File: src/rtl/dma_req_pkg.sv
package dma_req_pkg;
  typedef enum logic [1:0] {
    ST_IDLE = 2'd0,
    ST_WAIT = 2'd1,
    ST_ACC  = 2'd2
  } chan_st_e;
endpackage

File: src/rtl/dreq_sync.sv
module dreq_sync #(
  parameter int STAGES = 2
) (
  input  logic clk_i,
  input  logic rst_ni,
  input  logic dreq_i,
  output logic cur_o,
  output logic prv_o
);
  // STAGES synchronizer flops plus one history flop for edge detection
  logic [STAGES:0] sh_q;

  always_ff @(posedge clk_i or negedge rst_ni) begin
    if (!rst_ni) sh_q <= '0;
    else         sh_q <= {sh_q[STAGES-1:0], dreq_i};
  end

  assign cur_o = sh_q[STAGES-1];
  assign prv_o = sh_q[STAGES];
endmodule

File: src/rtl/dreq_detect.sv
module dreq_detect (
  input  logic clk_i,
  input  logic rst_ni,
  input  logic cur_i,
  input  logic prv_i,
  input  logic level_mode_i,
  input  logic rise_edge_i,
  input  logic armed_i,
  input  logic clr_i,
  output logic go_o
);
  logic vld_edge;
  logic pend_q;

  assign vld_edge = rise_edge_i ? (cur_i & ~prv_i) : (~cur_i & prv_i);

  // clear wins: edges during the completing cycle are dropped as well
  always_ff @(posedge clk_i or negedge rst_ni) begin
    if (!rst_ni)                    pend_q <= 1'b0;
    else if (clr_i || !armed_i)     pend_q <= 1'b0;
    else if (vld_edge && !pend_q)   pend_q <= 1'b1;
  end

  assign go_o = level_mode_i ? cur_i : pend_q;
endmodule

File: src/rtl/xfer_cnt.sv
module xfer_cnt #(
  parameter int CNT_W = 16
) (
  input  logic             clk_i,
  input  logic             rst_ni,
  input  logic             load_i,
  input  logic [CNT_W-1:0] val_i,
  input  logic             dec_i,
  output logic             last_o
);
  localparam logic [CNT_W-1:0] ONE = CNT_W'(1);
  logic [CNT_W-1:0] cnt_q;

  always_ff @(posedge clk_i or negedge rst_ni) begin
    if (!rst_ni)     cnt_q <= '0;
    else if (load_i) cnt_q <= val_i;
    else if (dec_i)  cnt_q <= cnt_q - ONE;
  end

  assign last_o = (cnt_q == ONE);
endmodule

File: src/rtl/dma_req_ctrl.sv
module dma_req_ctrl #(
  parameter int CNT_W       = 16,
  parameter int SYNC_STAGES = 2
) (
  input  logic             clk_i,
  input  logic             rst_ni,
  input  logic             start_i,
  input  logic [CNT_W-1:0] cnt_i,
  input  logic             level_mode_i,
  input  logic             rise_edge_i,
  input  logic             dreq_i,
  output logic             dack_o,
  output logic             bus_req_o,
  input  logic             bus_ack_i,
  input  logic             bus_err_i,
  output logic             done_o
);
  import dma_req_pkg::*;

  chan_st_e st_q, st_d;
  logic     cur, prv, go, last;
  logic     load, ok_end, err_end, fin, zero_start;
  logic     start_q, done_q;

  dreq_sync #(.STAGES(SYNC_STAGES)) u_sync (
    .clk_i (clk_i), .rst_ni(rst_ni), .dreq_i(dreq_i),
    .cur_o (cur),   .prv_o (prv)
  );

  dreq_detect u_det (
    .clk_i       (clk_i),
    .rst_ni      (rst_ni),
    .cur_i       (cur),
    .prv_i       (prv),
    .level_mode_i(level_mode_i),
    .rise_edge_i (rise_edge_i),
    .armed_i     (st_q != ST_IDLE),
    .clr_i       (fin),
    .go_o        (go)
  );

  xfer_cnt #(.CNT_W(CNT_W)) u_cnt (
    .clk_i (clk_i),
    .rst_ni(rst_ni),
    .load_i(load),
    .val_i (cnt_i),
    .dec_i (ok_end),
    .last_o(last)
  );

  assign load       = (st_q == ST_IDLE) && start_i;
  assign zero_start = load && (cnt_i == '0);
  assign err_end    = (st_q == ST_ACC) && bus_err_i;
  assign ok_end     = (st_q == ST_ACC) && bus_ack_i && !bus_err_i;
  assign fin        = err_end || ok_end;

  always_comb begin
    st_d = st_q;
    unique case (st_q)
      ST_IDLE: if (load && !zero_start) st_d = ST_WAIT;
      ST_WAIT: if (go)                  st_d = ST_ACC;
      ST_ACC: begin
        if (err_end)                    st_d = ST_IDLE;
        else if (ok_end)                st_d = last ? ST_IDLE : ST_WAIT;
      end
      default:                          st_d = ST_IDLE;
    endcase
  end

  always_ff @(posedge clk_i or negedge rst_ni) begin
    if (!rst_ni) begin
      st_q    <= ST_IDLE;
      start_q <= 1'b0;
      done_q  <= 1'b0;
    end else begin
      st_q    <= st_d;
      start_q <= (st_q == ST_WAIT) && go;
      done_q  <= zero_start || err_end || (ok_end && last);
    end
  end

  assign dack_o    = (st_q == ST_ACC);
  assign bus_req_o = start_q;
  assign done_o    = done_q;
endmodule

File: config.mk
export PLATFORM = sky130hd
export DESIGN_NAME = dma_req_ctrl
export DESIGN_NICKNAME = d
export VERILOG_FILES = /design/src/rtl/dma_req_pkg.sv /design/src/rtl/dreq_sync.sv /design/src/rtl/dreq_detect.sv /design/src/rtl/xfer_cnt.sv /design/src/rtl/dma_req_ctrl.sv
export SDC_FILE = /design/constraint.sdc
export NUM_CORES = 1
export LEC_CHECK = 0
export ABC_AREA = 0
export BUFFER_PORTS_ARGS = -buffer_cell sky130_fd_sc_hd__buf_2
export CORE_ASPECT_RATIO = 1.1
export CORE_MARGIN = 2
export CORE_UTILIZATION = 30
export DETAILED_ROUTE_END_ITERATION = 16
export MAX_ROUTING_LAYER = met4
export PLACE_DENSITY = 0.54
export SLEW_MARGIN = 10
export SYNTH_ARGS = -nofsm -noshare
export SYNTH_HDL_FRONTEND = slang
export SYNTH_SLANG_ARGS = --single-unit
File: constraint.sdc
create_clock -name clk_i -period 2.3 [get_ports clk_i]
set_clock_uncertainty 0.1 [all_clocks]
set_input_delay 0.46 -clock clk_i [delete_from_list [all_inputs] [get_ports clk_i]]
set_output_delay 0.46 -clock clk_i [all_outputs]
set_load 0.02 [all_outputs]
==> metrics.txt, run 1 <==
Period minus WS final=2105 ps; largest net degree at the start of global routing=25; CTS clk-pin slew, worst paths=around 90 ps; Final period util=between 90% and 100%; initial antenna violation count=0; max incr delay on CP=~600 ps; Data arrival, critical path=approximately 2200 ps; worst-path cell chain=or4_4 -> nor4b_4 -> a21oi_1 -> a221o_1; synthesized-area fraction occupied by adder cells=under 10%; Fin. Hold Viols=0; Clock Sinks=24; chip height=between 70 and 80 µm; Ant. Diodes=0; routability cong.=roughly 0.78; critical path's slowest cell=or4_4; sequential fraction of the synthesis area=between 40% and 50%; final number of setup-violating endpoints=0; Synth Area in Compound Gates=a little under a fifth; Starting DRT DRC Count=39; hold_buf cts=0; Avg WL per Cell=between 10 and 15 µm; Leak=slightly above 0.7 nW; global-route usage over all layers=roughly 14%; io pins=27; core footprint=approximately 0.0043 mm²; flops & latches, synth=24; syn avg cell area=9.795 µm²; Final Non-Filler Cells=217; Synthesized Nets=160; Critical Path Sink Type=flop; fin nets=190; first-pass GRT wire length=approximately 5300 µm; share of layout cells above drive strength 1=a little under a quarter; synthesized instance count=134; Yosys top cell by area=dfrtp_1; CTS buffer count=3; startpoint types=flop; vias in the first global route=between 1k and 1.5k; H-tree Lvls=1; via-per-instance ratio=around 5.4; Area contributors post-synth=dfrtp_1 46%, a221o_1 7.6%, nand2_1 5.1%; First-pass DRT Iterations=5; status=finished, final reports clean; Post-Synth Simple-Gate Area=around 28%; clock root buffer=clkbuf_8; grt ovf=0; Synth top area share=a little under half; synth unique cells=39; final std cell area, no fill=~0.0016 mm²; Die Width=approximately 67 µm; vias=about 1.2k; mux contribution to synthesized area=0.8580%; Rel. slew slack=a little over three fifths; dpl hpwl=~2400 µm; Synth Area in XOR/XNOR=2.002%; P&R area growth vs syn=21.07%; kind of critical path=reg2reg; crit-path max FO=8; Port-buffer cells=26; Initial Utilization=30.85%; Setup WS pre-CTS=roughly 200 ps; Peak VDD IR=roughly 380 µV; CP top delay family=simple AND/OR/NAND/NOR gates; placed cell area=around 0.0015 mm²; RSZ-0062 raised after global routing=no; worst hold path class=in2async; DRC viols=0; Total Routed Length=a little over 3000 µm; Critical Path RT=around 2400 ps; total negative slack=0 ps; post-CTS setup buffers=0; Die ar.=slightly below 0.005 mm²; Clock Path Buffers=2; final max-slew violation count=0; max_cap viols=0; # resized after CTS=0; power density cells=approximately 1200 mW/mm²; worst path buffer plus inverter count=0; Rows=25; Yosys warning count=0; clock latency on the worst-skew pair=roughly 260 ps; Max Freq=0.4751 GHz; Antenna Violating Nets Remaining=0; Mapped Area=0.001313 mm²; largest family of logic cells by synthesized area=simple AND/OR/NAND/NOR gates; DP Cell Count=approximately 210; PnR worst setup slack=between 150 and 200 ps; Least-Margin Pin Slew=approximately 550 ps; CTS tree=yes
-- metrics by stage --
step                hold slack [ps]  power (mW)  utilization [%]
floorplan                     64.41       1.282                -
global placement              235.0       1.452            35.68
detailed placement            237.1       1.473            35.68
CTS                           94.75       1.848            37.35
global route                  116.3       1.970            37.35
finish                        72.95       1.837            37.35
-- power by group --
group,internal [mW],switching [mW]
clock network,0.233,0.139
logic,0.316,0.363
registers,0.590,0.197
total,1.14,0.698
-- layout by cell type, fill, tap and decap left out, drive strengths merged, types with 3 or more instances in the layout --
cell    Yosys  layout
clkbuf      4       3
nand2      18      18
nor2       16      16
a221o      10      10
inv         5       5
o21ai       5       5
a21oi      11      11
dfrtp      24      24
buf         0      29
nor4        8       8
nor3        3       3
-- synth_stat cells, drive strengths merged --
master	number
or3	1
dfrtp	24
nand4bb	1
xnor2	1
o31ai	1
o211ai	2
a211oi	1
o32ai	1
nand4	1
or3b	1
nor2	16
or4bb	1
clkbuf	4
o21ai	5
inv	5
nor4b	1
mux2	1
and4bb	1
nand2b	1
and3	1
a22oi	1
or4	2
xor2	2
a2bb2oi	1
nand3	2
nor3b	1
nand2	18
o311ai	1
a21oi	11
a221o	10
ha	2
a21o	1
nor4	8
nor3	3
and2	1
-- layout make-up --
cell class | count | area (µm²)
timing repair buffer | 29 | 152.6
fill | 434 | 2665
clock buffer | 3 | 41.29
multi-input combinational | 101 | 678.2
tap | 54 | 67.56
sequential | 24 | 600.6
clock inverter | 1 | 30.03
inverter | 5 | 18.77
-- sequential cells by signal (all words and copies together), names as in the netlist --
signal / cells
u_det.pend_q: 1
done_o: 1
u_cnt.cnt_q: 16
bus_req_o: 1
st_q: 2
u_sync.sh_q: 3
-- final timing paths --
check | slack [ps] | start | to | depth (start not counted)
max in group asynchronous | 1660 | rst_ni | u_cnt.cnt_q[6] | 1
min reg2reg | 260 | u_sync.sh_q[0] | u_sync.sh_q[1] | 0
min in group clk_i | 190 | dreq_i | u_sync.sh_q[0] | 1
max reg2reg | 200 | u_cnt.cnt_q[6] | u_cnt.cnt_q[11] | 4
min | 70 | rst_ni | u_cnt.cnt_q[13] | 1
max | 200 | u_cnt.cnt_q[6] | u_cnt.cnt_q[11] | 4
-- worst reg2reg max path: stages (launching register included) --
cell	delay (ps)
dfrtp_1	400
or4_4	600
nor4b_4	500
a21oi_1	130
a221o_1	270
-- cells by family (layout without fill, tap and decap cells) --
| family | after synthesis | in the layout |
|---|---|---|
| adder cells (fa/ha/maj) | 2 | 2 |
| buffers and inverters | 9 | 38 |
| multiplexers | 1 | 1 |
| AO/OA/AOI/OAI | 35 | 35 |
| AND/OR/NAND/NOR | 60 | 60 |
| flip-flops | 24 | 24 |
| XOR/XNOR | 3 | 3 |
-- metal layers --
metal  track usage (%)  wire length (µm)
met1             19.32              1398
met2             21.78              1468
met3             1.991               203
met4             4.989                42
met5                 -                 0
(Power assumes the default switching activity.)
==> run 2, diff against run 1 <==
clock period = 2.7 ns   (was 2.3 ns; I/O delays follow)
==> run 2 against run 1 <==
Final cell count down 0.92%. Via count down 2.0%. Sequential power is 15% lower. Largest power group unchanged. Largest cell class unchanged. Non-clock buffer count decreased by 2. First-iteration DRC count down 33%. Critical path type unchanged. Critical endpoint is now u_cnt.cnt_q[10]. Combinational power shrank 16%.
==> metrics.txt, run 2 (same netlist as run 1, synthesis figures left out) <==
clock latency on the worst-skew pair=270 ps (about the same); Internal Power=968.6 µW (-15%); kind of critical path=reg2reg; Leak=0.6946 nW (-1.5%); Rows=25 (unchanged); Flop pwr share=43.1% (+0.3 points); Total Routed Length=2973 µm (-4.5%); core footprint=0.004254 mm² (unchanged); Starting DRT DRC Count=26 (-33%); fin nets=188 (-1.1%); hold_buf cts=0 (unchanged); RSZ-0062 raised after global routing=no; reg2reg end=u_cnt.cnt_q[10]; status=finished, final reports clean; H-tree Lvls=1 (unchanged); DRC viols=0 (unchanged); DP Cell Count=211 (-0.94%); Fillers=455 (+4.8%); # resized after CTS=0 (unchanged); Largest register FFs=16 (unchanged); via-per-instance ratio=5.326 (-1.1%); Reg area=600.6 µm² (unchanged); Antenna Violating Nets Remaining=0 (unchanged); power density cells=990.4 mW/mm² (-14%); reg2reg start=u_cnt.cnt_q[6]; CTS tree=yes; post-CTS setup buffers=0 (unchanged); final std cell area, no fill=0.001574 mm² (-0.94%); commonest non-fill, non-tap cell in the layout=buf_2; First-pass DRT Iterations=4 (-1); chip height=73.37 µm (unchanged); io pins=27 (unchanged); initial antenna violation count=0 (unchanged); max incr delay on CP=600 ps (about the same); Peak VDD IR=340.9 µV (-11%); crit-path max FO=8 (unchanged); worst path buffer plus inverter count=0 (unchanged); final max-slew violation count=0 (unchanged); area of the multi-input gates=678.2 µm² (unchanged); worst-case reg-to-reg path depth=4 (unchanged); Tot Pwr=1.559 mW (-15%); total negative slack=0 ps (unchanged); Largest regs=u_cnt.cnt_q (16), u_sync.sh_q (3), st_q (2); Least-Margin Pin Slew=535.9 ps (-16.60 ps); routability cong.=0.8314 (+6.5%); final number of setup-violating endpoints=0 (unchanged); Crit path depth=4 (unchanged); worst-path cell chain=or4_4 -> nor4_4 -> a21oi_1 -> a221o_1; largest register by flop count=u_cnt.cnt_q; vias=1145 (-2.0%); first-pass GRT wire length=5175 µm (-1.7%); vias in the first global route=1118 (-1.1%); Reg2Reg Setup Slack=560 ps (+360 ps); Critical Path RT=2760 ps (+400 ps); Clock Sinks=24 (unchanged); clock root buffer=clkbuf_8; CP top delay family=simple AND/OR/NAND/NOR gates; Data arrival, critical path=2210 ps (+50 ps); Final Non-Filler Cells=215 (-0.92%); Rel. slew slack=64.27% (+1.1 points); Ant. Diodes=0 (unchanged); Critical Path Sink Type=flop; critical path's slowest cell=or4_4; Switch Pwr=590.3 µW (-15%); most frequent cells in the layout=26 x buf_2, 24 x dfrtp_1, 18 x nand2_1, 16 x nor2_1, 11 x a21oi_1; placed cell area=0.001503 mm² (-0.99%); Clock Path Buffers=2 (unchanged); Period minus WS final=2143 ps (+37.68 ps); grt ovf=0 (unchanged); global-route usage over all layers=14.28% (+0.038 points); worst hold path class=in2async; share of layout cells above drive strength 1=22.98% (-0.95 points); Comb power frac=36.4% (-0.5 points); Die Width=67.07 µm (unchanged); Initial Utilization=30.85% (unchanged); Avg WL per Cell=13.83 µm (-3.6%); Final period util=79.35% (-12 points); P&R area growth vs syn=19.92%; switch share=37.87% (-0.13 points); dpl hpwl=2233 µm (-5.1%); clock group share of total power=20.5% (+0.3 points); CTS clk-pin slew, worst paths=90 ps (about the same); CTS buffer count=3 (unchanged); Max Freq=0.4667 GHz (-1.8%); startpoint types=flop; Port-buffer cells=26 (unchanged); largest net degree at the start of global routing=25 (unchanged); max_cap viols=0 (unchanged); Fin. Hold Viols=0 (unchanged); Die ar.=0.004921 mm² (unchanged)
## run 2: stage by stage
stage	utilization (%)	setup WS, ps	hold slack (ps)
2_1_floorplan	-	747.2	144.4
3_3_place_gp	35.32	547.7	234.9
3_5_place_dp	35.32	568.8	237.1
4_1_cts	37.00	549.2	172.7
5_1_grt	37.00	465.9	189.5
6_report	37.00	557.5	139.0
## run 2: cell type report
cell class                 instances  share of cell area [%]
multi-input combinational        101                   43.08
sequential                        24                   38.16
timing repair buffer              27                   8.744
tap                               54                   4.293
inverter                           5                   1.192
clock buffer                       3                   2.623
clock inverter                     1                   1.908
## run 2: metal layers
layer | vias to the layer above | wire (µm) | global-route usage (%)
met5 | - | 0 | -
met4 | 0 | 39 | 4.762
met3 | 5 | 134 | 2.297
met2 | 30 | 1372 | 21.89
met1 | 552 | 1427 | 19.21
li1 | 558 | - | -
## run 2: worst max-delay path by stage
| stage | startpoint | to | slack (ps) |
|---|---|---|---|
| detailed placement | u_cnt.cnt_q[6] | u_cnt.cnt_q[10] | 570 |
| floorplan | u_cnt.cnt_q[6] | u_cnt.cnt_q[12] | 750 |
| global placement | u_cnt.cnt_q[6] | u_cnt.cnt_q[10] | 550 |
| finish | u_cnt.cnt_q[6] | u_cnt.cnt_q[10] | 560 |
| CTS | u_cnt.cnt_q[6] | u_cnt.cnt_q[10] | 550 |
| global route | u_cnt.cnt_q[6] | u_cnt.cnt_q[12] | 470 |
## run 2: worst reg2reg max path: stages, from the launching register on
cell,delay (ps)
dfrtp_1,400
or4_4,600
nor4_4,530
a21oi_1,140
a221o_1,270
## run 2: power by group through the flow
stage                     Combinational, mW  Clock [mW]  Sequential [mW]
after floorplan                       0.460           0            0.632
after global placement                0.566           0            0.675
after detailed placement              0.570           0            0.679
after CTS                             0.575       0.323            0.669
after global routing                  0.650       0.336            0.699
final                                 0.568       0.319            0.672
==> run 3, diff against run 2 <==
clock period = 2 ns   (was 2.7 ns; I/O delays follow)
==> run 3 against run 2 <==
Count of clock-buffer cells in the layout is the same. Clock power rose by 38%. Fmax up 12%. Sequential share of layout area is 2.1 points lower. Global-route usage up 1.5 points. Die area did not move. Combinational power up 55%. Critical path type unchanged. Highest routed layer unchanged.
==> metrics.txt, run 3 (same netlist as run 1, synthesis figures left out) <==
Internal Power=1.366 mW (+41%); Clock Path Buffers=2 (unchanged); Initial Utilization=30.85% (unchanged); Die ar.=0.004921 mm² (unchanged); max incr delay on CP=590 ps (about the same); hold_buf cts=0 (unchanged); power density cells=1329 mW/mm² (+34%); CTS buffer count=3 (unchanged); CTS tree=yes; post-CTS setup buffers=0 (unchanged); hold_ws=10.86 ps (-128.2 ps); Die Width=67.07 µm (unchanged); clock group share of total power=19.8% (-0.7 points); Port-buffer cells=26 (unchanged); initial antenna violation count=0 (unchanged); critical path's slowest cell=or4_4; RSZ-0062 raised after global routing=no; Fillers=460 (+1.1%); worst path buffer plus inverter count=1 (+1); PnR worst setup slack=80.58 ps (-476.9 ps); Reg2Reg Setup Slack=80 ps (-480 ps); fin nets=198 (+5.3%); share of layout cells above drive strength 1=29.24% (+6.3 points); global-route usage over all layers=15.73% (+1.5 points); Leak=0.7477 nW (+7.6%); Period minus WS final=1919 ps (-223.1 ps); Setup WS pre-CTS=24.41 ps (-544.3 ps); kind of critical path=reg2reg; clock root buffer=clkbuf_8; vias in the first global route=1146 (+2.5%); grt ovf=0 (unchanged); largest register by flop count=u_cnt.cnt_q; largest net degree at the start of global routing=25 (unchanged); Switch Pwr=850.4 µW (+44%); switch share=38.36% (+0.50 points); worst hold path class=in2async; Comb power frac=39.6% (+3.2 points); Largest register FFs=16 (unchanged); CTS clk-pin slew, worst paths=90 ps (about the same); final max-slew violation count=0 (unchanged); Flop pwr share=40.6% (-2.5 points); max_cap viols=0 (unchanged); final number of setup-violating endpoints=0 (unchanged); Max Freq=0.5210 GHz (+12%); Starting DRT DRC Count=46 (+77%); Ant. Diodes=0 (unchanged); Final period util=95.97% (+17 points); Antenna Violating Nets Remaining=0 (unchanged); DRC viols=0 (unchanged); reg2reg end=u_cnt.cnt_q[13]; Critical Path Sink Type=flop; Least-Margin Pin Slew=573.4 ps (+37.49 ps); # resized after CTS=0 (unchanged); worst-path cell chain=or4_4 -> nor4b_4 -> buf_6 -> a21oi_1 -> a221o_1; via-per-instance ratio=5.324 (about the same); Peak VDD IR=494.2 µV (+45%); Critical Path RT=2070 ps (-690 ps); Clock Sinks=24 (unchanged); CP top delay family=simple AND/OR/NAND/NOR gates; Avg WL per Cell=14.97 µm (+8.3%); worst-case reg-to-reg path depth=5 (+1); startpoint types=flop; most frequent cells in the layout=26 x buf_2, 24 x dfrtp_1, 18 x nand2_1, 16 x nor2_1; First-pass DRT Iterations=4 (unchanged); Rel. slew slack=61.77% (-2.5 points); Data arrival, critical path=1990 ps (-220 ps); vias=1198 (+4.6%); reg2reg start=u_cnt.cnt_q[6]; crit-path max FO=8 (unchanged); DP Cell Count=221 (+4.7%); clock latency on the worst-skew pair=270 ps (about the same); Total Routed Length=3368 µm (+13%); core footprint=0.004254 mm² (unchanged); status=finished, final reports clean; commonest non-fill, non-tap cell in the layout=buf_2; Final Non-Filler Cells=225 (+4.7%); Fin. Hold Viols=0 (unchanged); total negative slack=0 ps (unchanged); dpl hpwl=2456 µm (+10%); H-tree Lvls=1 (unchanged); chip height=73.37 µm (unchanged); io pins=27 (unchanged); Rows=25 (unchanged); Largest regs=u_cnt.cnt_q (16), u_sync.sh_q (3), st_q (2); routability cong.=0.7827 (-5.9%); P&R area growth vs syn=27.07%; first-pass GRT wire length=5595 µm (+8.1%)
==> run 3: worst register-to-register path, cell delays in order (launching register included) <==
cell     delay, ps
dfrtp_1        380
or4_4          590
nor4b_4        250
buf_6          170
a21oi_1         70
a221o_1        260
==> run 3: metal layers <==
metal | vias to the layer above | global-route usage, % | wire length, µm
met5 | - | - | 0
met3 | 5 | 3.063 | 183
met2 | 35 | 24.09 | 1574
li1 | 579 | - | -
met1 | 579 | 20.39 | 1559
met4 | 0 | 6.349 | 51
==> run 3: final cells by class <==
class	count	area, µm²	share of cell area (%)
Timing Repair Buffer	37	216.5	12.98
Multi-Input combinational cell	101	693.2	41.56
Clock buffer	3	41.29	2.476
Inverter	5	18.77	1.125
Sequential cell	24	600.6	36.01
Tap cell	54	67.56	4.051
Clock inverter	1	30.03	1.800
==> run 3: worst max path at each step <==
stage               depth (start not counted)              end           start  slack, ps
floorplan                                   4  u_cnt.cnt_q[12]  u_cnt.cnt_q[6]         50
global placement                            5  u_cnt.cnt_q[11]  u_cnt.cnt_q[6]         50
detailed placement                          5  u_cnt.cnt_q[13]  u_cnt.cnt_q[5]         20
CTS                                         4  u_cnt.cnt_q[12]  u_cnt.cnt_q[5]          8
global route                                5   u_cnt.cnt_q[9]  u_cnt.cnt_q[6]          1
finish                                      5  u_cnt.cnt_q[13]  u_cnt.cnt_q[6]         80
==> run 3: power by group through the flow <==
stage / Sequential, mW / Combinational [mW] / Clock (mW)
final: 0.899 / 0.878 / 0.439
after global routing: 0.926 / 0.981 / 0.473
after CTS: 0.892 / 0.873 / 0.444
after detailed placement: 0.900 / 0.865 / 0
after global placement: 0.887 / 0.848 / 0
after floorplan: 0.853 / 0.621 / 0
==> run 3: stage by stage <==
| stage | area (µm²) | utilization [%] | total power, mW |
|---|---|---|---|
| 2_1_floorplan | 1313 | - | 1.474 |
| 3_3_place_gp | 1578 | 37.09 | 1.735 |
| 3_5_place_dp | 1578 | 37.09 | 1.765 |
| 4_1_cts | 1649 | 38.76 | 2.208 |
| 5_1_grt | 1668 | 39.21 | 2.380 |
| 6_report | 1668 | 39.21 | 2.217 |
